$ cat config.mk
export PLATFORM = sky130hd
export DESIGN_NAME = rom_window_ctrl
export DESIGN_NICKNAME = d
export VERILOG_FILES = /design/src/rtl/rwc_pkg.sv /design/src/rtl/rwc_bank_reg.sv /design/src/rtl/rwc_decode.sv /design/src/rtl/rwc_activity.sv /design/src/rtl/rom_window_ctrl.sv
export SDC_FILE = /design/constraint.sdc
export NUM_CORES = 1
export LEC_CHECK = 0
export BUFFER_PORTS_ARGS = -buffer_cell sky130_fd_sc_hd__buf_2
export CORE_ASPECT_RATIO = 1.2
export CORE_MARGIN = 8
export CORE_UTILIZATION = 39
export CTS_BUF_LIST = sky130_fd_sc_hd__clkbuf_8
export DETAILED_ROUTE_END_ITERATION = 10
export PLACE_DENSITY = 0.77
export SYNTH_ARGS = -nofsm -noshare
export SYNTH_HDL_FRONTEND = slang
export SYNTH_SLANG_ARGS = --single-unit
$ cat constraint.sdc
create_clock -name clk -period 1.3 [get_ports clk]
set_input_delay 0.26 -clock clk [delete_from_list [all_inputs] [get_ports clk]]
set_output_delay 0.26 -clock clk [all_outputs]
set_load 0.02 [all_outputs]
$ cat src/rtl/rwc_pkg.sv
package rwc_pkg;
  typedef enum logic [1:0] {
    ACC_IDLE = 2'd0,
    ACC_ROM  = 2'd1,
    ACC_CARD = 2'd2
  } acc_e;
endpackage

$ cat src/rtl/rwc_bank_reg.sv
module rwc_bank_reg #(
  parameter int ADDR_W = 16,
  parameter int BANK_W = 8,
  parameter logic [ADDR_W-1:0] REG_ADDR = 16'h0001
) (
  input  logic              clk,
  input  logic              rst_n,
  input  logic [ADDR_W-1:0] addr,
  input  logic [BANK_W-1:0] din,
  input  logic              rw,
  input  logic              vp_n,
  output logic [BANK_W-1:0] eff_bank,
  output logic [BANK_W-1:0] stored_bank,
  output logic              reg_rd
);
  logic [BANK_W-1:0] bank_q, bank_d;
  logic              ovr_q, ovr_d;
  logic              hit, wr_en, vec;

  assign hit   = (addr == REG_ADDR);
  assign wr_en = hit & ~rw;
  assign vec   = ~vp_n;

  // Next state: a register write wins over a vector fetch in the same cycle
  always_comb begin
    bank_d = bank_q;
    ovr_d  = ovr_q;
    if (wr_en) begin
      bank_d = din;
      ovr_d  = 1'b0;
    end else if (vec) begin
      ovr_d  = 1'b1;
    end
  end

  always_ff @(posedge clk or negedge rst_n) begin
    if (!rst_n) begin
      bank_q <= '0;
      ovr_q  <= 1'b0;
    end else begin
      bank_q <= bank_d;
      ovr_q  <= ovr_d;
    end
  end

  assign eff_bank    = (vec | ovr_q) ? '0 : bank_q;
  assign stored_bank = bank_q;
  assign reg_rd      = hit & rw;
endmodule

$ cat src/rtl/rwc_decode.sv
module rwc_decode
  import rwc_pkg::*;
#(
  parameter int ADDR_W        = 16,
  parameter int BANK_W        = 8,
  parameter int ONBOARD_BANKS = 32,
  localparam int CARD_AW      = $clog2(ONBOARD_BANKS)
) (
  input  logic [ADDR_W-1:0]  addr,
  input  logic               rw,
  input  logic [BANK_W-1:0]  eff_bank,
  output acc_e               acc,
  output logic               rom_ce_n,
  output logic               rom_oe_n,
  output logic               card_ce_n,
  output logic               card_oe_n,
  output logic               card_we_n,
  output logic [CARD_AW-1:0] card_bank
);
  logic in_window, card_sel;

  assign in_window = addr[ADDR_W-1] & addr[ADDR_W-2];
  assign card_sel  = (eff_bank >= BANK_W'(ONBOARD_BANKS));

  always_comb begin
    acc = ACC_IDLE;
    if (in_window) acc = card_sel ? ACC_CARD : ACC_ROM;
  end

  always_comb begin
    rom_ce_n  = 1'b1;
    rom_oe_n  = 1'b1;
    card_ce_n = 1'b1;
    card_oe_n = 1'b1;
    card_we_n = 1'b1;
    unique case (acc)
      ACC_ROM: begin
        rom_ce_n = 1'b0;
        rom_oe_n = ~rw;
      end
      ACC_CARD: begin
        card_ce_n = 1'b0;
        card_oe_n = ~rw;
        card_we_n = rw;
      end
      default: ;
    endcase
  end

  assign card_bank = card_sel ? eff_bank[CARD_AW-1:0] : '0;
endmodule

$ cat src/rtl/rwc_activity.sv
module rwc_activity #(
  parameter int PULSE_LEN = 4,
  localparam int CNT_W    = $clog2(PULSE_LEN + 1)
) (
  input  logic clk,
  input  logic rst_n,
  input  logic hit,
  output logic act
);
  logic [CNT_W-1:0] cnt_q, cnt_d;
  logic             act_q, act_d;

  always_comb begin
    cnt_d = cnt_q;
    if (hit)              cnt_d = CNT_W'(PULSE_LEN);
    else if (cnt_q != '0) cnt_d = cnt_q - 1'b1;
    act_d = (cnt_d != '0);
  end

  always_ff @(posedge clk or negedge rst_n) begin
    if (!rst_n) begin
      cnt_q <= '0;
      act_q <= 1'b0;
    end else begin
      cnt_q <= cnt_d;
      act_q <= act_d;
    end
  end

  assign act = act_q;
endmodule

$ cat src/rtl/rom_window_ctrl.sv
module rom_window_ctrl
  import rwc_pkg::*;
#(
  parameter int ADDR_W        = 16,
  parameter int BANK_W        = 8,
  parameter int ONBOARD_BANKS = 32,
  parameter int PULSE_LEN     = 4,
  parameter logic [ADDR_W-1:0] REG_ADDR = 16'h0001,
  localparam int CARD_AW      = $clog2(ONBOARD_BANKS)
) (
  input  logic               clk,
  input  logic               rst_n,
  input  logic [ADDR_W-1:0]  cpu_addr,
  input  logic [BANK_W-1:0]  cpu_din,
  input  logic               cpu_rw,
  input  logic               cpu_vp_n,
  output logic [BANK_W-1:0]  bank_sel,
  output logic [BANK_W-1:0]  reg_dout,
  output logic               reg_oe,
  output logic               rom_ce_n,
  output logic               rom_oe_n,
  output logic               card_ce_n,
  output logic               card_oe_n,
  output logic               card_we_n,
  output logic [CARD_AW-1:0] card_bank,
  output logic               card_act
);
  logic [1:0]        rst_sync_q;
  logic              rst_sync_n;
  logic [BANK_W-1:0] eff_bank, stored_bank;
  logic              reg_rd;
  acc_e              acc;

  // Asynchronous assert, synchronous release
  always_ff @(posedge clk or negedge rst_n) begin
    if (!rst_n) rst_sync_q <= 2'b00;
    else        rst_sync_q <= {rst_sync_q[0], 1'b1};
  end
  assign rst_sync_n = rst_sync_q[1];

  rwc_bank_reg #(
    .ADDR_W(ADDR_W), .BANK_W(BANK_W), .REG_ADDR(REG_ADDR)
  ) u_bank (
    .clk(clk), .rst_n(rst_sync_n), .addr(cpu_addr), .din(cpu_din),
    .rw(cpu_rw), .vp_n(cpu_vp_n), .eff_bank(eff_bank),
    .stored_bank(stored_bank), .reg_rd(reg_rd)
  );

  rwc_decode #(
    .ADDR_W(ADDR_W), .BANK_W(BANK_W), .ONBOARD_BANKS(ONBOARD_BANKS)
  ) u_dec (
    .addr(cpu_addr), .rw(cpu_rw), .eff_bank(eff_bank), .acc(acc),
    .rom_ce_n(rom_ce_n), .rom_oe_n(rom_oe_n), .card_ce_n(card_ce_n),
    .card_oe_n(card_oe_n), .card_we_n(card_we_n), .card_bank(card_bank)
  );

  rwc_activity #(.PULSE_LEN(PULSE_LEN)) u_act (
    .clk(clk), .rst_n(rst_sync_n), .hit(acc == ACC_CARD), .act(card_act)
  );

  assign bank_sel = eff_bank;
  assign reg_oe   = reg_rd;
  assign reg_dout = reg_rd ? stored_bank : '0;
endmodule

Word-level counts from Yosys, hierarchy flattened
Index checks and enable logic that the tools add are counted.
Word-level totals
  register bits: 15
  output and inout bits: 28
Operators by class
  $add $sub $neg: 1
  magnitude comparators: 1
  equal/unequal tests: 4
  muxes and demuxes: 14
  bitwise gates (word level): 6
  reductions and logical operators: 2
Operators by type and width (number)
  equality test 16 x 1 -> 1 bit (second input constant): 1
  2-to-1 mux 8 bit: 2
  greater-or-equal comparator 8 x 6 -> 1 bit (second input constant): 1
  2-to-1 mux 1 bit: 7
  2-to-1 mux 3 bit: 2
  nonzero test 3 bit: 2
  2-to-1 mux 5 bit: 1
  2-to-1 mux 2 bit: 2
  AND 1 bit: 3
  subtractor 3 x 1 -> 3 bit (second input constant): 1
  equality test 2 x 1 -> 1 bit (second input constant): 1
  equality test 2 bit (second input constant): 1
  inequality test 2 x 1 -> 1 bit (second input constant): 1
  inverter 1 bit: 2
  bitwise OR 1 bit: 1

Longest topological paths before layout
Gate-level depths: netlist of the first run.
  depth after elaboration: 9
  mapped depth: 6
  gate-level depth less buffers: 6

Modules after synthesis
Synthesis of the first run repeated with hierarchy kept, for this count alone.
Second synthesis, totals
  cell total of the unflattened synthesis: 79
  area total of the unflattened synthesis: 850.8 µm²
Modules (own cells, without submodules)
  rwc_bank_reg: instances 1, cells an instance 35, area an instance 440.4 µm²
  rwc_activity: instances 1, cells an instance 19, area an instance 211.5 µm²
  rom_window_ctrl: instances 1, cells an instance 12, area an instance 110.1 µm²
  rwc_decode: instances 1, cells an instance 13, area an instance 88.8 µm²

Worst setup path after synthesis of the first run
OpenSTA, ideal clock, no wires.
  path type: input-to-output
  from: in cpu_addr[8]
  to: out reg_dout[0]
  arrival: 1470 ps
  slack: -430 ps
  stages on the path: 4
  path buffers: 0
  path through: nor4_1 > nand4_1 > nor2_1 > and2_1
On the way
  word-level cells in the longest chain between the ends: 3
Ends and longest elaborated chain
  start, declared: RTL line rom_window_ctrl.sv:13  | input logic [ADDR_W-1:0] cpu_addr,
  equality test 16 x 1 -> 1 bit: RTL line rwc_bank_reg.sv:20  | assign hit = (addr == REG_ADDR);
  AND 1 bit: RTL line rwc_bank_reg.sv:48  | assign reg_rd = hit & rw;
  via reg_oe: RTL line rom_window_ctrl.sv:19  | output logic reg_oe,
  2-to-1 mux 8 bit: RTL line rom_window_ctrl.sv:63  | assign reg_dout = reg_rd ? stored_bank : '0;
  end, declared: RTL line rom_window_ctrl.sv:18  | output logic [BANK_W-1:0] reg_dout,
The timed path passes the listed nets, and every way through them passes these cells.

Worst setup path after layout of the first run
  from: reg u_bank.bank_q[7] (netlist: u_bank.stored_bank[7])
  to: out rom_oe_n
On the way
  word-level cells in the longest chain between the ends: 6
Ends and longest elaborated chain
  start, declared: RTL line rwc_bank_reg.sv:16  | logic [BANK_W-1:0] bank_q, bank_d;
  start signal, assigned: RTL line rwc_bank_reg.sv:41  | bank_q <= bank_d;
  2-to-1 mux 8 bit: RTL line rwc_bank_reg.sv:46  | assign eff_bank = (vec | ovr_q) ? '0 : bank_q;
  greater-or-equal comparator 8 x 6 -> 1 bit: RTL line rwc_decode.sv:23  | assign card_sel = (eff_bank >= BANK_W'(ONBOARD_BANKS));
  2-to-1 mux 2 bit (2 in a row): RTL line rwc_decode.sv:27  | if (in_window) acc = card_sel ? ACC_CARD : ACC_ROM;
  equality test 2 x 1 -> 1 bit: RTL line rwc_decode.sv:36  | unique case (acc)
  2-to-1 mux 1 bit: RTL line rwc_decode.sv:36
  end, declared: RTL line rom_window_ctrl.sv:21  | output logic rom_oe_n,
Every way passes these cells.

==> results.md, run 1 <==
- Row Count: 18
- CP endpoint kind: primary output
- Critical path arrival: 1.56 ns
- CTS root buffer: clkbuf_8
- Max-Cap Viols: 0
- Cell Area, Synth: 866 µm²
- Slowest-stage cell, CP: dfrtp_1
- Hpwl dp: 2210 µm
- Share of cells above drive strength 1: 78.8%
- Status: finished, violations left
- Most frequent cells in the layout: 33 x buf_6, 24 x buf_2, 18 x buf_4, 15 x dfrtp_1, 14 x and2_4
- Setup CP Type: reg2out
- TritonRoute pass-1 iters: 4
- Crit-path cells: o31a_4 -> nand3b_1 -> or2_4 -> buf_6
- Fin Clk Skew: 0.00243 ns
- Max incr delay on CP: 0.39 ns
- Final nets: 192
- Data required, critical path: 1.04 ns
- Mapped Nets: 111
- DRC: 0
- Area contributors post-synth: dfrtp_1 43%, and2_1 10%, mux2_2 9.1%, and2_2 6.1%, ha_1 4.3%
- Tcrit/Tclk final: 140%
- Largest net degree at the start of global routing: 14
- Num CTS Buffers: 3
- Post-synthesis instance total: 80
- Most common cell after layout, fill and taps aside: buf_6
- Max Root-Sink Buffers: 2
- Initial antenna violation count: 0
- GRT Util Overall: 15.5%
- 1st-iter DRT viols: 5
- IO Pins: 56
- Worst min path class: reg2async
- Core ar.: 2070 µm²
- CTS tree: yes
- Vias: 905
- Final Power: 1.46 mW
- Vias in the first global route: 989
- Antenna viol nets, final: 0
- WL/cell: 17.4 µm
- Yosys top cell area share: 43.4%
- Startpoint types: register
- Sink Count: 15
- # diodes: 0
- Vias per Instance: 4.76
- Setup TNS Final: -10.14 ns
- Avg Inst Size Synth: 10.8 µm²
- Yosys warning count: 0
- Layout area overhead: 105%
- Failing checks: setup timing
- First-pass GRT wire length: 4660 µm
- Minimum clock period: 1.82 ns
- Fmax: 548 MHz
- Gr ovfl total: 0
- Largest fanout on the critical path: 3
- Starting Density: 41.8%
- Final Non-Filler Cells: 190
- Max-slew violations: 0
- DIE AREA: 3990 µm²
- # fillers: 124
- RSZ-0062 raised after global routing: true
- Die H: 67.6 µm
- Sequential element share of the synthesized area: 43.4%
- VDD IR max: 0.742 mV
- Htree depth: 1
- # placed instances: 175
- Hold Fails Final Rpt: 0
- Lkg Pwr: 0.896 nW
- Slew headroom: 64.3%
- Slew @ Worst Pin: 0.536 ns
- Reg clk slew, reported paths: 0.06 ns
- Routed wire length: 3300 µm
- Die width: 59.0 µm
- Setup ws final: -0.523 ns
- Synth area leader: dfrtp_1
- Yosys reg bits: 15
- Clock latency on the worst-skew pair: 0.25 ns
- Port Buf Inserts: 55
- Pwr dens: 823 nW/µm²
- R2R Setup Slk: -0.27 ns
- Setup-failing EPs final: 39
- Post-synth cell types: 26
- Final Wtd Congestion: 0.727
==> Yosys cell counts, drive strengths merged <==
master and number:
mux2 8, nand4 2, o31a 1, xor2 1, and2 21, nor2b 3
or3 1, nor4b 1, nand2 2, nor2 4, or2 2, and3 1
nand3b 1, conb 1, nor4 3, mux2i 1, buf 2, nor3 1
ha 3, dfrtp 15, inv 6
==> cell families after synthesis <==
| group | after synthesis | share of synthesized area, % |
|---|---|---|
| xor+xnor | 1 | 1.01 |
| simple gates | 42 | 32.8 |
| flops | 15 | 43.4 |
| fa+ha+maj | 3 | 4.34 |
| mux | 9 | 11.6 |
| buf+inv | 8 | 4.48 |
| other cells | 1 | 0.433 |
| compound gates | 1 | 2.02 |
==> path summary, 6_finish.rpt <==
path                                               to             startpoint  depth (start not counted)
worst max register to register              u_act.act  u_bank.stored_bank[7]                          4
worst min-delay path            u_bank.stored_bank[3]          rst_sync_q[1]                          0
min in group clk                u_bank.stored_bank[4]             cpu_din[4]                          2
worst min register to register  u_bank.stored_bank[3]          rst_sync_q[1]                          0
max in group asynchronous              u_act.cnt_q[2]          rst_sync_q[1]                          0
worst max-delay path                         rom_oe_n  u_bank.stored_bank[7]                          4
==> area by class of cell <==
| cell class | count | area (µm²) | share of cell area (%) |
|---|---|---|---|
| clock inverter | 1 | 3.75 | 0.212 |
| tap | 30 | 37.5 | 2.12 |
| multi-input combinational | 57 | 616 | 34.7 |
| inverter | 6 | 27.5 | 1.55 |
| clock buffer | 3 | 41.3 | 2.33 |
| sequential | 15 | 375 | 21.2 |
| timing repair buffer | 78 | 672 | 37.9 |
==> metrics by stage <==
stage | instance area, µm² | hold slack, ns | worst slack [ns] | util, %
3_5_place_dp | 1390 | 0.0471 | -0.424 | 66.9
4_1_cts | 1680 | 0.235 | -0.520 | 81.2
3_3_place_gp | 1390 | 0.0454 | -0.386 | 66.9
6_report | 1770 | 0.217 | -0.523 | 85.6
5_1_grt | 1770 | 0.232 | -0.561 | 85.6
2_1_floorplan | 987 | -0.0356 | -0.318 | -
==> layer usage <==
metal,GRT usage [%],vias to the layer above,wire length [µm]
li1,-,421,-
met3,5.13,8,209
met1,14.9,435,1180
met2,29.2,41,1830
met5,0,-,0
met4,7.19,0,76
==> flip-flops by register name, indices dropped and copies added (netlist names) <==
| name | count |
|---|---|
| u_act.cnt_q | 3 |
| u_bank.ovr_q | 1 |
| u_act.act | 1 |
| u_bank.stored_bank | 8 |
| rst_sync_q | 2 |
==> repair_timing <==
item	CTS	global route
pin swaps	5	4
setup endpoints to repair	38	39
hold endpoints to repair	2	0
buffers inserted	4	7
gates resized for setup	63	18
gates cloned	1	0
hold buffers	1	0
==> where the power goes <==
group          total (mW)  internal (mW)  switching (mW)
sequential          0.555          0.519          0.0360
clock               0.375          0.209           0.166
combinational       0.530          0.296           0.234
==> worst max-delay path: cells and delay by family, from the launching register on <==
family                 cells  cell delay (ns)
buffers and inverters      1             0.13
AOI/OAI and AO/OA          1             0.37
DFF                        1             0.39
and+or+nand+nor            2             0.42
No activity file was read; power rests on OpenSTA's default activity.
==> run 2, diff against run 1 <==
--- a/config.mk
+++ b/config.mk
@@ -7,7 +7,6 @@
 export LEC_CHECK = 0
 export BUFFER_PORTS_ARGS = -buffer_cell sky130_fd_sc_hd__buf_2
 export CORE_ASPECT_RATIO = 1.2
-export CORE_MARGIN = 8
 export CORE_UTILIZATION = 39
 export CTS_BUF_LIST = sky130_fd_sc_hd__clkbuf_8
 export DETAILED_ROUTE_END_ITERATION = 10
==> run 2 against run 1 <==
Effect of this change: the flow still finishes with violations (setup timing); clock power is 3% lower; register-to-register slack is essentially flat; fmax rose by 0.41%; setup slack gained 0.0074 ns; non-clock buffer count shrank 2; sequential cell count unchanged; largest power group is now combinational cells; highest routed layer unchanged.
==> results.md, run 2 (same netlist as run 1, synthesis figures left out) <==
- Setup-failing EPs final: 35
- Initial antenna violation count: 0
- Die H: 53.6 µm
- Pwr dens: 884 nW/µm²
- Largest fanout on the critical path: 3
- Gr ovfl total: 0
- Startpoint types: register
- Max-slew violations: 0
- Vias in the first global route: 846
- Num CTS Buffers: 3
- Port Buf Inserts: 55
- Share of cells above drive strength 1: 79.7%
- Storage element area: 375 µm²
- # diodes: 0
- Layout area overhead: 102%
- Fin Clk Skew: 0.00125 ns
- Data required, critical path: 1.04 ns
- Hpwl dp: 1710 µm
- Most common cell after layout, fill and taps aside: buf_6
- Clock latency on the worst-skew pair: 0.24 ns
- Antenna viol nets, final: 0
- Worst min path class: reg2async
- CP endpoint kind: primary output
- Max Root-Sink Buffers: 2
- Final core utilization: 84.5%
- Setup CP Type: reg2out
- R2r worst-path depth: 4
- Failing checks: setup timing
- Starting Density: 41.8%
- Lkg Pwr: 0.883 nW
- DIE AREA: 2410 µm²
- CP top delay family: simple AND/OR/NAND/NOR gates
- Multi-input logic area: 643 µm²
- Sink Count: 15
- Most frequent cells in the layout: 31 x buf_6, 27 x buf_2, 17 x buf_4, 15 x dfrtp_1, 14 x and2_4
- Minimum clock period: 1.82 ns
- Slowest-stage cell, CP: dfrtp_1
- Vias per Instance: 4.68
- Setup ws final: -0.516 ns
- Max incr delay on CP: 0.39 ns
- Final nets: 190
- RSZ-0062 raised after global routing: true
- First-pass GRT wire length: 3630 µm
- Largest net degree at the start of global routing: 14
- Reg clk slew, reported paths: 0.06 ns
- Slew headroom: 64.2%
- Routed wire length: 2810 µm
- IO Pins: 56
- Final Wtd Congestion: 0.731
- DRC: 0
- GRT Util Overall: 21.2%
- Crit-path cells: o31a_4 -> nand3b_1 -> or2_4 -> buf_6
- Vias: 879
- Status: finished, violations left
- Core ar.: 2070 µm²
- Fmax: 551 MHz
- Tcrit/Tclk final: 140%
- Hold Fails Final Rpt: 0
- # fillers: 115
- 1st-iter DRT viols: 8
- CTS tree: yes
- VDD IR max: 0.827 mV
- Slew @ Worst Pin: 0.537 ns
- Max-Cap Viols: 0
- Die width: 45.0 µm
- Row Count: 18
- Number of flip-flops in the largest register: 8
- Htree depth: 1
- R2R Setup Slk: -0.28 ns
- WL/cell: 14.9 µm
- CTS root buffer: clkbuf_8
- CP Buf/Inv Count: 1
- Final Power: 1.55 mW
- Critical path arrival: 1.56 ns
- Critical path depth in cells: 4
- TritonRoute pass-1 iters: 4
==> run 2: layer usage <==
layer  part of all wire, %  up-vias  wire length, µm  GRT usage (%)
met4                   1.5        0               42           6.06
met5                     0        -                0              0
met3                   4.2        4              117           4.03
li1                      -      415                -              -
met1                    36      421             1010           24.0
met2                    58       39             1640           39.6
==> run 2: what timing repair did <==
| item | in CTS | in global routing |
|---|---|---|
| hold buffers | 1 | 0 |
| buffers inserted | 3 | 2 |
| setup endpoints to repair | 38 | 39 |
| cloned | 0 | 1 |
| gates resized for setup | 50 | 26 |
| endpoints found under the hold margin | 2 | 0 |
| pin swaps | 6 | 5 |
==> run 2: area by class of cell <==
cell class	count	share of cell area [%]
Multi-Input combinational cell	57	36.7
Tap cell	30	2.14
Timing Repair Buffer	76	35.5
Sequential cell	15	21.4
Clock inverter	1	0.214
Inverter	6	1.57
Clock buffer	3	2.36
==> run 2: worst register-to-register path, delay by kind of cell (launching register included) <==
family                 cells  cell delay, ns
AOI/OAI and AO/OA          1            0.37
buffers and inverters      1            0.13
DFF                        1            0.39
and+or+nand+nor            2            0.56
==> run 2: final timing paths <==
| path | startpoint | endpoint |
|---|---|---|
| min in group clk | cpu_din[2] | u_bank.stored_bank[2] |
| min | rst_sync_q[1] | u_act.cnt_q[1] |
| max reg2reg | u_bank.stored_bank[5] | u_act.act |
| min reg2reg | rst_sync_q[1] | u_act.cnt_q[1] |
| max | u_bank.stored_bank[5] | rom_oe_n |
| max in group asynchronous | rst_sync_q[1] | u_bank.stored_bank[6] |
==> run 2: stage by stage <==
stage          cells  instance area [µm²]  TNS (ns)  worst slack, ns  hold WS (ns)
5_1_grt          188                 1750    -10.42           -0.546         0.246
3_3_place_gp     178                 1400     -7.04           -0.360        0.0464
2_1_floorplan     80                  987     -3.14           -0.318       -0.0356
4_1_cts          186                 1640     -8.86           -0.499         0.239
3_5_place_dp     178                 1400     -7.49           -0.400        0.0481
6_report         188                 1750     -8.91           -0.516         0.220
==> run 2: where the power goes <==
group	leakage, nW	switching (mW)	total, mW	internal [mW]
Clock	0.0269	0.156	0.365	0.208
Sequential	0.191	0.0315	0.551	0.519
Combinational	0.665	0.281	0.632	0.351
Total	0.883	0.469	1.55	1.08
==> run 3, diff against run 2 <==
--- a/config.mk
+++ b/config.mk
@@ -7,10 +7,11 @@
 export LEC_CHECK = 0
 export BUFFER_PORTS_ARGS = -buffer_cell sky130_fd_sc_hd__buf_2
 export CORE_ASPECT_RATIO = 1.2
-export CORE_UTILIZATION = 39
+export CORE_UTILIZATION = 38
 export CTS_BUF_LIST = sky130_fd_sc_hd__clkbuf_8
 export DETAILED_ROUTE_END_ITERATION = 10
-export PLACE_DENSITY = 0.77
+export PLACE_DENSITY = 0.75
 export SYNTH_ARGS = -nofsm -noshare
 export SYNTH_HDL_FRONTEND = slang
+export SYNTH_HIERARCHICAL = 1
 export SYNTH_SLANG_ARGS = --single-unit
==> run 3 against run 2 <==
Effect of this change: the flow still finishes with violations (setup timing); register-to-register slack got worse by 0.07 ns; clock-buffer cell count unchanged; sequential cell count is the same; cell count is 4.8% higher; clock skew is 0.0033 ns higher; setup slack worse by 0.082 ns; die area up 0.82%; non-clock buffer count is 8 higher; critical path type is now in2out; highest routed layer unchanged.
==> results.md, run 3 <==
- Vias in the first global route: 885
- Routed wire length: 4170 µm
- Worst min path class: reg2async
- Share of cells above drive strength 1: 82.6%
- DIE AREA: 2430 µm²
- Failing checks: setup timing
- Final nets: 199
- Synth area leader: dfrtp_1
- Yosys reg bits: 15
- Starting Density: 40.6%
- VDD IR max: 1.66 mV
- Gr ovfl total: 0
- TritonRoute pass-1 iters: 4
- CTS tree: yes
- Avg Inst Size Synth: 10.8 µm²
- CP top delay family: simple AND/OR/NAND/NOR gates
- Number of flip-flops in the largest register: 8
- CTS root buffer: clkbuf_8
- Vias: 1019
- Critical path arrival: 1.64 ns
- Setup ws final: -0.598 ns
- Yosys warning count: 6
- Yosys top cell area share: 44.1%
- Final Power: 1.53 mW
- # fillers: 72
- Die H: 53.8 µm
- Top_reg_cell synth: dfrtp_1
- Row Count: 18
- Htree depth: 1
- 1st-iter DRT viols: 21
- CP Buf/Inv Count: 3
- Core ar.: 2090 µm²
- Die width: 45.2 µm
- Setup-failing EPs final: 40
- RSZ-0062 raised after global routing: true
- Final Non-Filler Cells: 197
- WL/cell: 21.2 µm
- Pwr dens: 786 nW/µm²
- Data required, critical path: 1.04 ns
- Mapped Nets: 110
- Max Root-Sink Buffers: 2
- FFs w/ async S/R, synth: 100%
- Hpwl dp: 1890 µm
- Fmax: 527 MHz
- CP endpoint kind: primary output
- Worst hold slack: 0.243 ns
- Startpoint types: primary input
- Largest fanout on the critical path: 7
- Sink Count: 15
- Most common cell after layout, fill and taps aside: buf_6
- Max-Cap Viols: 0
- Post-synthesis instance total: 79
- Slew headroom: 60.5%
- Num CTS Buffers: 3
- CP dominant cell by count: buf_6
- Cell Area, Synth: 851 µm²
- # placed instances: 181
- Sequential element share of the synthesized area: 44.1%
- Most frequent cell after synthesis: and2_1
- Reg clk slew, reported paths: 0.07 ns
- Most frequent cells in the layout: 42 x buf_6, 23 x buf_2, 16 x and2_4, 16 x buf_4, 15 x dfrtp_1
- Final Wtd Congestion: 0.676
- Setup CP Type: in2out
- Layout area overhead: 128%
- Initial antenna violation count: 0
- Post-synth cell types: 26
- GRT Util Overall: 24.5%
- Slowest-stage cell, CP: or4_4
- # diodes: 0
- Minimum clock period: 1.90 ns
- Number of synthesized flops with an enable pin: 0
- DRC: 0
- Largest net degree at the start of global routing: 14
- Hold Fails Final Rpt: 0
- Status: finished, violations left
- IO Pins: 56
- Port Buf Inserts: 55
- Antenna viol nets, final: 0
- Area contributors post-synth: dfrtp_1 44%, and2_1 12%, mux2_2 11%, nor2b_1 5.1%, ha_1 4.4%
- Final core utilization: 92.7%
- Clock latency on the worst-skew pair: 0.25 ns
- Fin Clk Skew: 0.00455 ns
- Slew @ Worst Pin: 0.592 ns
- Commonest cells post-synth: 16 x and2_1, 15 x dfrtp_1, 8 x mux2_2
- Max incr delay on CP: 0.55 ns
- Vias per Instance: 5.17
- Crit-path cells: buf_6 -> or4_4 -> nor4_4 -> buf_4 -> and2_4 -> buf_6
- Tcrit/Tclk final: 146%
- First-pass GRT wire length: 4080 µm
- Max-slew violations: 0
- Lkg Pwr: 0.933 nW
[run 3: cell types whose count changed after synthesis, sizes merged, moves of 2 or more]
| cell | before | now |
|---|---|---|
| nor2b | 3 | 7 |
| and2 | 21 | 16 |
| nor2 | 4 | 2 |
| or4 | 0 | 2 |
| buf | 2 | 0 |
[run 3: what timing repair did]
| item | CTS | global route |
|---|---|---|
| setup buffers | 3 | 7 |
| gates resized for setup | 79 | 17 |
| endpoints found under the setup margin | 39 | 40 |
| pin swaps | 10 | 8 |
| hold buffers | 1 | 0 |
| endpoints found under the hold margin | 2 | 0 |
| cloned | 0 | 1 |
[run 3: worst reg2reg max path, stage by stage, from the launching register on]
cell and delay, ns:
dfrtp_1 0.38, nor2b_4 0.07, and2_4 0.16, nor3_4 0.27
and3_4 0.25, nor2b_4 0.04, or2_4 0.23, a21o_1 0.16
[run 3: cells by family (layout without fill, tap and decap cells)]
family	count (synthesis)	after routing	synth area share, %
fa+ha+maj	3	3	4.41
flops	15	15	44.1
mux	8	8	10.6
other cells	1	1	0.441
compound gates	3	3	2.94
buf+inv	6	94	2.65
xor+xnor	1	1	1.03
simple gates	42	42	33.8
[run 3: power by group]
group          internal (mW)  total, mW  switching, mW
sequential             0.519      0.555         0.0357
clock                  0.215      0.392          0.177
combinational          0.313      0.579          0.266
[run 3: path summary, 6_finish.rpt]
kind / endpoint / start / cells past startpoint / slack (ns)
worst min register to register: u_bank/stored_bank[6] / rst_sync_q[1] / 0 / 0.24
min in group clk: u_bank/stored_bank[4] / cpu_din[4] / 2 / 0.26
worst max register to register: u_act/act / u_bank/ovr_q / 7 / -0.35
max in group asynchronous: u_bank/stored_bank[2] / rst_sync_q[1] / 0 / 0.67
worst min-delay path: u_bank/stored_bank[6] / rst_sync_q[1] / 0 / 0.24
worst max-delay path: reg_dout[4] / cpu_addr[11] / 6 / -0.60
[run 3: layer usage]
layer	vias to the layer above	part of all wire (%)	GRT usage, %
met3	12	4.0	5.70
met1	523	37	25.6
met5	-	0	0
met4	0	2.4	7.58
met2	44	57	47.1
li1	440	-	-
[run 3: area by class of cell]
cell class	instances	area [µm²]	share of cell area [%]
Clock buffer	3	41.3	2.13
Clock inverter	1	7.51	0.387
Inverter	6	25.0	1.29
Multi-Input combinational cell	58	692	35.6
Sequential cell	15	375	19.3
Tap cell	30	37.5	1.93
Timing Repair Buffer	84	763	39.3
[run 3: per-stage QoR]
stage               area (µm²)  setup TNS (ns)  setup WS, ns
CTS                       1770          -13.27        -0.566
floorplan                  997          -12.19        -0.569
global placement          1450          -12.66        -0.581
global route              1940          -17.40        -0.641
detailed placement        1450          -13.19        -0.615
finish                    1940          -16.05        -0.598
